==> config.mk <==
export PLATFORM = sky130hd
export DESIGN_NAME = dtr_pattern_gen
export DESIGN_NICKNAME = d
export VERILOG_FILES = /design/src/rtl/dtr_pkg.sv /design/src/rtl/dtr_ring_cell.sv /design/src/rtl/dtr_fix_decoder.sv /design/src/rtl/dtr_seq_ctr.sv /design/src/rtl/dtr_pattern_gen.sv
export SDC_FILE = /design/constraint.sdc
export NUM_CORES = 1
export LEC_CHECK = 0
export CORE_UTILIZATION = 40
export DETAILED_ROUTE_END_ITERATION = 10
export PLACE_DENSITY = 0.63
export SYNTH_ARGS = -nofsm -noshare
export SYNTH_HDL_FRONTEND = slang
export SYNTH_SLANG_ARGS = --single-unit
==> constraint.sdc <==
create_clock -name clk -period 2.6 [get_ports clk]
set_clock_uncertainty 0.05 [all_clocks]
set_input_delay 0.52 -clock clk [delete_from_list [all_inputs] [get_ports clk]]
set_output_delay 0.52 -clock clk [all_outputs]
set_load 0.02 [all_outputs]
==> src/rtl/dtr_pkg.sv <==
package dtr_pkg;

  // Next value loaded by one ring cell.
  function automatic logic cell_next(input logic is_t, input logic has_inv,
                                     input logic q_self, input logic q_prev,
                                     input logic fix);
    return (is_t & q_self) ^ q_prev ^ has_inv ^ fix;
  endfunction

  // Correction a cell needs so that it loads q_want.
  function automatic logic cell_corr(input logic is_t, input logic has_inv,
                                     input logic q_self, input logic q_prev,
                                     input logic q_want);
    return (is_t & q_self) ^ q_prev ^ has_inv ^ q_want;
  endfunction

  // Index width for a list of n entries (at least one bit).
  function automatic int idx_bits(input int n);
    return (n > 1) ? $clog2(n) : 1;
  endfunction

endpackage

==> src/rtl/dtr_ring_cell.sv <==
module dtr_ring_cell
  import dtr_pkg::*;
#(
  parameter bit IS_T    = 1'b0,
  parameter bit HAS_INV = 1'b0,
  parameter bit SEED    = 1'b0
) (
  input  logic clk,
  input  logic rst_n,
  input  logic step,
  input  logic q_prev,
  input  logic fix,
  output logic q
);

  logic d_in;
  assign d_in = cell_next(IS_T, HAS_INV, q, q_prev, fix);

  always_ff @(posedge clk or negedge rst_n) begin
    if (!rst_n)    q <= SEED;
    else if (step) q <= d_in;
  end

endmodule

==> src/rtl/dtr_fix_decoder.sv <==
module dtr_fix_decoder
  import dtr_pkg::*;
#(
  parameter int                         WIDTH    = 8,
  parameter int                         NUM_VEC  = 6,
  parameter logic [NUM_VEC*WIDTH-1:0]   VECTORS  = '0,
  parameter logic [WIDTH-1:0]           CELL_T   = '0,
  parameter logic [WIDTH-1:0]           CELL_INV = '0
) (
  input  logic [WIDTH-1:0] state,
  output logic [WIDTH-1:0] fix,
  output logic             in_seq
);

  logic [WIDTH-1:0] cur_v;
  logic [WIDTH-1:0] nxt_v;

  // Each listed state maps to the correction that lands on its successor;
  // the last entry maps back to entry 0. Other states are don't-care (zero).
  always_comb begin
    fix    = '0;
    in_seq = 1'b0;
    cur_v  = '0;
    nxt_v  = '0;
    for (int k = 0; k < NUM_VEC; k++) begin
      if (!in_seq && state == VECTORS[k*WIDTH +: WIDTH]) begin
        in_seq = 1'b1;
        cur_v  = VECTORS[k*WIDTH +: WIDTH];
        nxt_v  = VECTORS[((k + 1) % NUM_VEC)*WIDTH +: WIDTH];
        for (int j = 0; j < WIDTH; j++) begin
          fix[j] = cell_corr(CELL_T[j], CELL_INV[j], cur_v[j],
                             cur_v[(j + WIDTH - 1) % WIDTH], nxt_v[j]);
        end
      end
    end
  end

endmodule

==> src/rtl/dtr_seq_ctr.sv <==
module dtr_seq_ctr #(
  parameter int NUM_VEC = 6,
  parameter int IDX_W   = 3
) (
  input  logic             clk,
  input  logic             rst_n,
  input  logic             step,
  output logic [IDX_W-1:0] idx,
  output logic             at_last
);

  localparam logic [IDX_W-1:0] LAST = IDX_W'(NUM_VEC - 1);

  assign at_last = (idx == LAST);

  always_ff @(posedge clk or negedge rst_n) begin
    if (!rst_n)     idx <= '0;
    else if (step)  idx <= at_last ? '0 : idx + 1'b1;
  end

endmodule

==> src/rtl/dtr_pattern_gen.sv <==
module dtr_pattern_gen
  import dtr_pkg::*;
#(
  parameter int                         WIDTH    = 8,
  parameter int                         NUM_VEC  = 6,
  parameter logic [NUM_VEC*WIDTH-1:0]   VECTORS  = 48'h5E_81_FF_00_A5_3C,
  parameter logic [WIDTH-1:0]           CELL_T   = 8'b1010_0110,
  parameter logic [WIDTH-1:0]           CELL_INV = 8'b0011_0101
) (
  input  logic             clk,
  input  logic             rst_n,
  input  logic             advance,
  output logic [WIDTH-1:0] pattern,
  output logic             done
);

  localparam int               IDX_W = idx_bits(NUM_VEC);
  localparam logic [WIDTH-1:0] SEED  = VECTORS[WIDTH-1:0];

  logic [WIDTH-1:0] ring_q;
  logic [WIDTH-1:0] ring_fix;
  logic             in_seq;
  logic [IDX_W-1:0] seq_idx;

  dtr_fix_decoder #(
    .WIDTH(WIDTH), .NUM_VEC(NUM_VEC), .VECTORS(VECTORS),
    .CELL_T(CELL_T), .CELL_INV(CELL_INV)
  ) u_dec (
    .state  (ring_q),
    .fix    (ring_fix),
    .in_seq (in_seq)
  );

  for (genvar j = 0; j < WIDTH; j++) begin : g_cell
    dtr_ring_cell #(
      .IS_T(CELL_T[j]), .HAS_INV(CELL_INV[j]), .SEED(SEED[j])
    ) u_cell (
      .clk    (clk),
      .rst_n  (rst_n),
      .step   (advance),
      .q_prev (ring_q[(j + WIDTH - 1) % WIDTH]),
      .fix    (ring_fix[j]),
      .q      (ring_q[j])
    );
  end

  dtr_seq_ctr #(.NUM_VEC(NUM_VEC), .IDX_W(IDX_W)) u_ctr (
    .clk     (clk),
    .rst_n   (rst_n),
    .step    (advance),
    .idx     (seq_idx),
    .at_last (done)
  );

  assign pattern = ring_q;

endmodule

# Word-level counts from Yosys, hierarchy flattened
# Index checks and enable logic that the tools add are counted.
# op_classes
magnitude_cmp	0
mux	12
addsub	1
n_eq_ne	6
reduce_logical	11
div_mod_pow	0
n_mul	0
n_bitwise	16
n_shift	0
# ops
cell	count
8-bit two-way mux	6
8-bit == test, second input constant	3
1-bit bitwise XOR	12
8-bit by 6-bit == test with 1-bit output, second input constant	1
8-bit by 7-bit == test with 1-bit output, second input constant	1
8-bit logical NOT	1
1-bit logical AND	5
1-bit logical NOT	5
1-bit two-way mux	5
1-bit NOT	4
3-bit by 1-bit adder with 3-bit output, second input constant	1
3-bit == test, second input constant	1
3-bit two-way mux	1
# totals
mem_bits_rw	0
elab_cells	55
regBits	11
in_bits	3
memories	0
latch_bits	0
out_inout_bits	9
romBits	0

# Logic depth before layout (Yosys ltp)
# Gate-level depths: netlist (run 1).
# logic_depth
ltp_word	18
depth_mapped	7
mapped_depth_nobuf	7

# Modules after synthesis
# Synthesis (run 1) repeated with hierarchy kept, for this count alone.
# unflattened
hier_cells	68
hier_area_um2	675.6
# by_module_without_submodules
module	n_inst	seq_area_each_um2	cells_each	area_each_um2
dtr_fix_decoder	1	0.0	28	162.7
dtr_seq_ctr	1	75.1	10	140.1
dtr_ring_cell (g_cell[2].u_cell ...)	2	26.3	4	47.5
dtr_ring_cell (g_cell[1].u_cell ...)	2	25.0	4	46.3
dtr_ring_cell (g_cell[4].u_cell)	1	26.3	3	50.0
dtr_ring_cell (g_cell[0].u_cell)	1	25.0	3	48.8
dtr_ring_cell (g_cell[3].u_cell)	1	26.3	4	43.8
dtr_ring_cell (g_cell[6].u_cell)	1	25.0	4	42.5

# Worst setup path before layout (run 1)
# OpenSTA, ideal clock, no wires.
# synth_path
path_type	register to register
startpoint	register g_cell[7].u_cell.q
endpoint	register g_cell[3].u_cell.q
path_stages_with_launch	8
n_path_buf	0
period_less_slack_ns	1.765
setup_ns	0.082
t_required_ns	2.468
setup_slack_ns	0.835
arrival_time_ns	1.632
cell_sequence	dfrtp_1 -> inv_1 -> ha_1 -> nand2_1 -> o32ai_2 -> nor3_2 -> xnor2_1 -> mux2_2
# synth_via
elab_chain_cells	18
word_cells_on_any_way	28
classes_between	eq/ne (5); mux (11); bitwise (1); reduce/logical (11)
# synth_lines
element	line	text
from (decl)	dtr_ring_cell.sv:13	output logic q
from (signal assigned)	dtr_ring_cell.sv:21	else if (step) q <= d_in;
8-bit by 6-bit == test with 1-bit output	dtr_fix_decoder.sv:26	if (!in_seq && state == VECTORS[k*WIDTH +: WIDTH]) begin
1-bit two-way mux	dtr_fix_decoder.sv:26	
1-bit logical NOT	dtr_fix_decoder.sv:26	
1-bit logical AND	dtr_fix_decoder.sv:26	
1-bit two-way mux	dtr_fix_decoder.sv:26	
1-bit logical NOT	dtr_fix_decoder.sv:26	
1-bit logical AND	dtr_fix_decoder.sv:26	
1-bit two-way mux	dtr_fix_decoder.sv:26	
(+2 left out)	-	
1-bit two-way mux	dtr_fix_decoder.sv:26	
1-bit logical NOT	dtr_fix_decoder.sv:26	
1-bit logical AND	dtr_fix_decoder.sv:26	
1-bit two-way mux	dtr_fix_decoder.sv:26	
1-bit logical NOT	dtr_fix_decoder.sv:26	
1-bit logical AND	dtr_fix_decoder.sv:26	
8-bit two-way mux *	dtr_fix_decoder.sv:26	
1-bit bitwise XOR *	dtr_pkg.sv:7	return (is_t & q_self) ^ q_prev ^ has_inv ^ fix;
to (signal assigned)	dtr_ring_cell.sv:21	
to (decl)	dtr_ring_cell.sv:13	
# Every way passes the cells marked *; elsewhere a longest branch is shown, timed or not.
# A chain may end at the register's enable or synchronous reset.

# Worst setup path in the final report (run 1)
# layout_path
startpoint	register g_cell[2].u_cell.q
endpoint	output pattern[2]
# layout_lines
element	line	text
from (decl)	dtr_ring_cell.sv:13	
from (signal assigned)	dtr_ring_cell.sv:21	
to (decl)	dtr_pattern_gen.sv:13	output logic [WIDTH-1:0] pattern,
# No word-level cell between the ends.

==> results of run 1 <==
power groups by stage:
stage	Sequential (W)	Combinational, W	Clock [W]
2_1_floorplan	0.000365	0.000540	0
3_3_place_gp	0.000404	0.000613	0
3_5_place_dp	0.000410	0.000625	0
4_1_cts	0.000409	0.000629	0.000125
5_1_grt	0.000426	0.000693	0.000140
6_report	0.000408	0.000619	0.000125
cell type report:
| class | instances | area, µm² |
|---|---|---|
| flip-flops and latches | 11 | 280 |
| multi-input cells | 61 | 492 |
| clock buffers | 4 | 26.3 |
| inverters | 6 | 22.5 |
| repair buffers | 11 | 110 |
| well taps | 27 | 33.8 |
| fillers | 196 | 1040 |
cells in the mapped netlist, types with 2 or more instances:
cell	count	share of area, %
nor2_1	5	2.2
inv_1	6	2.6
a21o_1	2	1.7
a21oi_1	3	1.7
dfstp_2	4	12
nand3_1	3	1.7
ha_1	12	17
dfrtp_1	7	20
xor2_1	4	4.0
xnor2_1	5	5.0
mux2_2	2	2.6
mux2i_1	5	5.8
nand2_1	9	3.9
buf_4	8	6.9
nor3_1	2	1.2
sequential cells by signal, summed over array words and instances, names as in the netlist:
| name | flops |
|---|---|
| u_ctr.idx | 3 |
| g_cell.u_cell.q | 8 |
cell families after synthesis:
logic type / after synthesis
fa+ha+maj: 12
compound gates: 9
xor+xnor: 9
buf+inv: 16
mux: 7
simple gates: 24
flops: 11
worst reg2reg max path, delay by kind of cell (launching register included):
family / cells / cell delay (ns)
AND/OR/NAND/NOR: 2 / 0.24
AO/OA/AOI/OAI: 1 / 0.46
XOR/XNOR: 1 / 0.14
adder cells (fa/ha/maj): 1 / 0.15
flip-flops: 1 / 0.47
multiplexers: 1 / 0.26
buffers and inverters: 1 / 0.13
cells in the final DEF, fill, tap and decap left out, drive strengths merged, types with 5 or more instances in the layout:
| master | instances |
|---|---|
| xnor2 | 5 |
| nor2 | 5 |
| nand2 | 9 |
| ha | 12 |
| inv | 6 |
| mux2i | 5 |
| dfrtp | 7 |
| clkdlybuf4s50 | 11 |
through the flow:
stage          area (µm²)  hold WS [ns]
3_3_place_gp          938         0.451
2_1_floorplan         870         0.174
5_1_grt               965         0.501
6_report              965         0.467
3_5_place_dp          938         0.455
4_1_cts               965         0.468
path summary, 6_finish.rpt:
kind / start / to / slack, ns / depth (start not counted)
max: g_cell[2].u_cell.q / pattern[2] / 0.52 / 1
min: u_ctr.idx[2] / u_ctr.idx[2] / 0.47 / 1
max reg2reg: g_cell[1].u_cell.q / g_cell[3].u_cell.q / 0.62 / 7
min reg2reg: u_ctr.idx[2] / u_ctr.idx[2] / 0.47 / 1
max in group asynchronous: rst_n / g_cell[4].u_cell.q / 1.62 / 1
min in group asynchronous: rst_n / g_cell[0].u_cell.q / 0.52 / 1
metal layers:
metal | GRT usage, % | vias to the layer above | part of all wire [%]
li1 | - | 294 | -
met1 | 20.9 | 277 | 48
met2 | 25.2 | 13 | 47
met3 | 3.14 | 4 | 2.9
met4 | 8.82 | 0 | 2.5
met5 | 0 | - | 0
==> impl_metrics.py, run 1 <==
metrics = {
    "sta": {
        "finalCriticalPeriod_ns": 2.08,
        "fmax_mhz": 481,
        "final.setup.tns_ns": 0,
        "rsz0062_at_grt": "no",
        "setup_slack_ns": 0.520,
        "worst-slew-pin-transition_ns": 0.526,
        "fin_crit_sh_pct": 80.0,
        "max_slew_margin_pct": 64.8,
        "setup_violations": 0,
        "maxSlewViolCount": 0,
        "hold_viol": 0,
    },
    "detailed_routing": {
        "finalWirelength_mm": 1.58,
        "drc": 0,
        "drtAntennaViolNets": 0,
        "drt_pass1_iterations": 4,
        "vias": 588,
        "vias_per_cell": 4.90,
        "wire_per_inst_um": 13.2,
        "drt_iter0_markers": 10,
    },
    "synthesis": {
        "yosys.area_share.simple_pct": 13.5,
        "syn_area_um2": 870,
        "syn_avg_cell_area_um2": 9.88,
        "synth_fa_ha_area_share_pct": 17.3,
        "synth-edff-count": 0,
        "synth_nets": 103,
        "synth_compound_area_share_pct": 8.35,
        "async_flop_share_pct": 100,
        "synthMuxAreaShare_pct": 8.35,
        "postSynthCellCount": 88,
        "synth_top_family_by_area": "adder cells",
        "ys_seq_area_share_pct": 32.2,
        "synthFlopType": "dfrtp_1",
        "ys_types": 26,
        "ys_ff_latch": 11,
        "synth_warnings": 0,
        "post_synth_xor_area_fraction_pct": 9.06,
    },
    "power_and_ir_drop": {
        "power_w": 0.00115,
        "leakage_nw": 0.429,
        "intPower_w": 0.000647,
        "p_comb_share_pct": 53.7,
        "swShare_pct": 43.9,
        "pwr-share-clk_pct": 10.8,
        "powerDensity_nw_per_um2": 1190,
        "pwr-share-seq_pct": 35.4,
        "vdd_drop_max_v": 0.000509,
        "p_switching_w": 0.000505,
    },
    "cells_and_area": {
        "nNetsFinal": 109,
        "antenna_cells": 0,
        "finalCoreUtilization_pct": 48.2,
        "instances_no_fill": 120,
        "drive_above_1_share_pct": 14.0,
        "area_growth_pct": 10.9,
    },
    "setup_path": {
        "cp_slowest_cell": "clkdlybuf4s50_1",
        "path_max_fanout": 7,
        "endpoint_kind": "output port",
        "crit_buf_inv": 1,
        "critPathMaxStageDelay_ns": 0.63,
        "crit_family": "buffers and inverters",
        "path_cells": "clkdlybuf4s50_1",
        "required_ns": 2.03,
        "start_kind": "flip-flop",
        "crit_arrival_ns": 1.51,
        "critical_path_class": "reg2out",
    },
    "clock_network": {
        "root_buffer": "clkbuf_4",
        "clk_latency_ns": 0.28,
        "cts_max_path_buffers": 2,
        "htreeDepth": 1,
        "numCtsBuffers": 3,
        "numClockSinks": 11,
        "cts_tree": "built",
        "hold_buffers": 0,
        "cts_resized": 0,
        "clk_pin_slew_worst_paths_ns": 0.07,
        "post-cts-setup-buffers": 0,
    },
    "global_routing": {
        "grt_overflow": 0,
        "grt_pass1_wl_mm": 2.84,
        "track_usage_pct": 16.2,
        "grt_pass1_vias": 596,
        "grt_max_degree": 12,
        "antenna_found_initial": 0,
    },
    "job": {
        "maxCapViolCount": 0,
    },
    "die": {
        "core_region_area_um2": 2000,
        "die_h_um": 48.6,
        "die_w_um": 48.6,
        "rows": 16,
        "start_util_pct": 43.4,
        "dieArea_um2": 2360,
        "io_pins": 12,
    },
    "status": {
        "status": "complete, no violations",
    },
    "placed_design": {
        "dpl.hpwl_mm": 1.21,
        "placed_cells": 116,
        "port_buffers": 11,
        "gp_congestion": 0.874,
        "pre_cts_slack_ns": 0.658,
    },
    "min_path": {
        "hold_path_class": "reg2reg",
    },
}
Power figures use the tool's default switching activity.
==> inputs of run 2 (changes only) <==
--- a/config.mk
+++ b/config.mk
@@ -7,7 +7,7 @@
 export LEC_CHECK = 0
 export CORE_UTILIZATION = 40
 export DETAILED_ROUTE_END_ITERATION = 10
-export PLACE_DENSITY = 0.63
+export PLACE_DENSITY = 0.66
 export SYNTH_ARGS = -nofsm -noshare
 export SYNTH_HDL_FRONTEND = slang
 export SYNTH_SLANG_ARGS = --single-unit
==> constraint.sdc (replaced) <==
create_clock -name clk -period 1.7 [get_ports clk]
set_clock_uncertainty 0.05 [all_clocks]
set_input_delay 0.34 -clock clk [delete_from_list [all_inputs] [get_ports clk]]
set_output_delay 0.34 -clock clk [all_outputs]
set_load 0.02 [all_outputs]
==> impl_metrics.py, run 2 (synthesis results as in run 1) <==
metrics = {
    "status": {
        "status": "complete, but fails checks",
        "violations": "setup timing",
    },
    "sta": {
        "finalCriticalPeriod_ns": 1.80,
        "rsz0062_at_grt": "yes",
        "setup_violations": 6,
        "max_slew_margin_pct": 65.7,
        "setup_slack_ns": -0.0951,
        "hold_slack_ns": 0.363,
        "fmax_mhz": 557,
        "maxSlewViolCount": 0,
        "fin_crit_sh_pct": 106,
        "final.setup.tns_ns": -0.230,
        "hold_viol": 0,
        "worst-slew-pin-transition_ns": 0.514,
    },
    "placed_design": {
        "port_buffers": 11,
        "pre_cts_slack_ns": -0.142,
        "gp_congestion": 0.868,
        "dpl.hpwl_mm": 1.32,
        "dpl_cell_area_um2": 1090,
    },
    "cells_and_area": {
        "drive_above_1_share_pct": 55.2,
        "antenna_cells": 0,
        "fillers": 165,
        "nNetsFinal": 132,
        "post-route-cell-area_um2": 1320,
        "area_growth_pct": 51.4,
        "multi_input_area_um2": 672,
        "mostFrequentLayoutCells": "20 x buf_4, 7 x dfrtp_1, 7 x dlygate4sd2_1",
        "top_regs": "g_cell.u_cell.q: 8 flops, u_ctr.idx: 3 flops",
        "ff_latch_area_um2": 280,
        "largest_register_ffs": 8,
        "finalCoreUtilization_pct": 65.8,
        "regMostFlops": "g_cell.u_cell.q",
        "final_common_cell": "buf_4",
    },
    "die": {
        "io_pins": 12,
        "dieArea_um2": 2360,
        "die_w_um": 48.6,
        "start_util_pct": 43.4,
        "die_h_um": 48.6,
        "core_region_area_um2": 2000,
        "rows": 16,
    },
    "detailed_routing": {
        "drt_pass1_iterations": 3,
        "drtAntennaViolNets": 0,
        "finalWirelength_mm": 2.00,
        "drc": 0,
        "vias_per_cell": 4.79,
        "vias": 685,
        "wire_per_inst_um": 14.0,
        "drt_iter0_markers": 7,
    },
    "global_routing": {
        "grt_overflow": 0,
        "grt_pass1_wl_mm": 3.37,
        "grt_max_degree": 12,
        "track_usage_pct": 18.7,
        "antenna_found_initial": 0,
        "grt_pass1_vias": 753,
    },
    "power_and_ir_drop": {
        "leakage_nw": 0.595,
        "vdd_drop_max_v": 0.000977,
        "powerDensity_nw_per_um2": 1860,
    },
    "setup_path": {
        "start_kind": "flip-flop",
        "path_cells": "inv_2 -> ha_4 -> nand2_4 -> o32ai_4 -> nor3_4 -> xnor2_1 -> mux2_4",
        "reg2reg_slack_ns": -0.1,
        "critPathMaxStageDelay_ns": 0.47,
        "path_max_fanout": 5,
        "crit_arrival_ns": 1.94,
        "endpoint_kind": "flip-flop",
        "required_ns": 1.85,
        "cp_slowest_cell": "o32ai_4",
        "critical_path_class": "reg2reg",
    },
    "clock_network": {
        "htreeDepth": 1,
        "cts_tree": "built",
        "numCtsBuffers": 3,
        "root_buffer": "clkbuf_4",
        "cts_max_path_buffers": 2,
        "clk_pin_slew_worst_paths_ns": 0.07,
        "clk_latency_ns": 0.26,
        "numClockSinks": 11,
        "hold_buffers": 0,
    },
    "min_path": {
        "hold_path_class": "in2async",
    },
    "job": {
        "maxCapViolCount": 0,
    },
}
run 2: cell types whose count changed in the layout (fill, tap and decap cells not counted), sizes merged:
| cell | delta |
|---|---|
| buf | +24 |
| clkbuf | +1 |
| clkdlybuf4s50 | -9 |
| dlygate4sd2 | +7 |
run 2: path summary, 6_finish.rpt:
| path | start | to | cells after the start |
|---|---|---|---|
| min in group clk | u_ctr.idx[2] | u_ctr.idx[2] | 1 |
| hold / removal | rst_n | g_cell[7].u_cell.q | 1 |
| setup / recovery | g_cell[7].u_cell.q | g_cell[3].u_cell.q | 7 |
| max in group asynchronous | rst_n | g_cell[5].u_cell.q | 1 |
| hold reg to reg | u_ctr.idx[2] | u_ctr.idx[2] | 1 |
| setup reg to reg | g_cell[7].u_cell.q | g_cell[3].u_cell.q | 7 |
run 2: area by class of cell:
type | count | share of cell area (%)
tap | 27 | 2.57
timing repair buffer | 34 | 21.4
multi-input combinational | 61 | 51.0
clock buffer | 4 | 2.00
inverter | 6 | 1.71
sequential | 11 | 21.3
run 2: critical path, delay by kind of cell, from the launching register on:
family                   cells  cell delay [ns]
AO/OA/AOI/OAI                1             0.47
multiplexers                 1             0.26
flip-flops                   1             0.42
buffers and inverters        1             0.11
XOR/XNOR                     1             0.14
AND/OR/NAND/NOR              2             0.13
adder cells (fa/ha/maj)      1             0.15
run 2: routing by layer:
layer / global-route usage, % / up-vias / part of all wire, %
li1: - / 343 / -
met1: 23.9 / 334 / 45
met2: 31.5 / 6 / 53
met3: 1.26 / 2 / 1.3
met4: 9.80 / 0 / 0.65
met5: 0 / - / 0
run 2: per-stage QoR:
stage | total power, W | instances
floorplan | 0.00140 | 88
global placement | 0.00186 | 134
CTS | 0.00237 | 142
finish | 0.00245 | 143
detailed placement | 0.00188 | 134
global route | 0.00265 | 143
run 2: power breakdown:
part | internal, W | total (W) | leakage [nW] | switching, W
Combinational | 0.000879 | 0.00167 | 0.454 | 0.000794
Clock | 0.0000907 | 0.000176 | 0.0150 | 0.0000855
Sequential | 0.000437 | 0.000604 | 0.126 | 0.000167
run 2: repair_timing:
item                       CTS  global route
buffers inserted             4             1
pin swaps                   11             8
setup endpoints to repair   16             8
resized for setup           46             7
gates cloned                 0             0
==> inputs of run 3 (changes only) <==
--- a/config.mk
+++ b/config.mk
@@ -8,6 +8,7 @@
 export CORE_UTILIZATION = 40
 export DETAILED_ROUTE_END_ITERATION = 10
 export PLACE_DENSITY = 0.66
+export SLEW_MARGIN = 20
 export SYNTH_ARGS = -nofsm -noshare
 export SYNTH_HDL_FRONTEND = slang
 export SYNTH_SLANG_ARGS = --single-unit
==> results of run 3 <==
No change in the layout: final DEF, timing and power equal those of run 2.
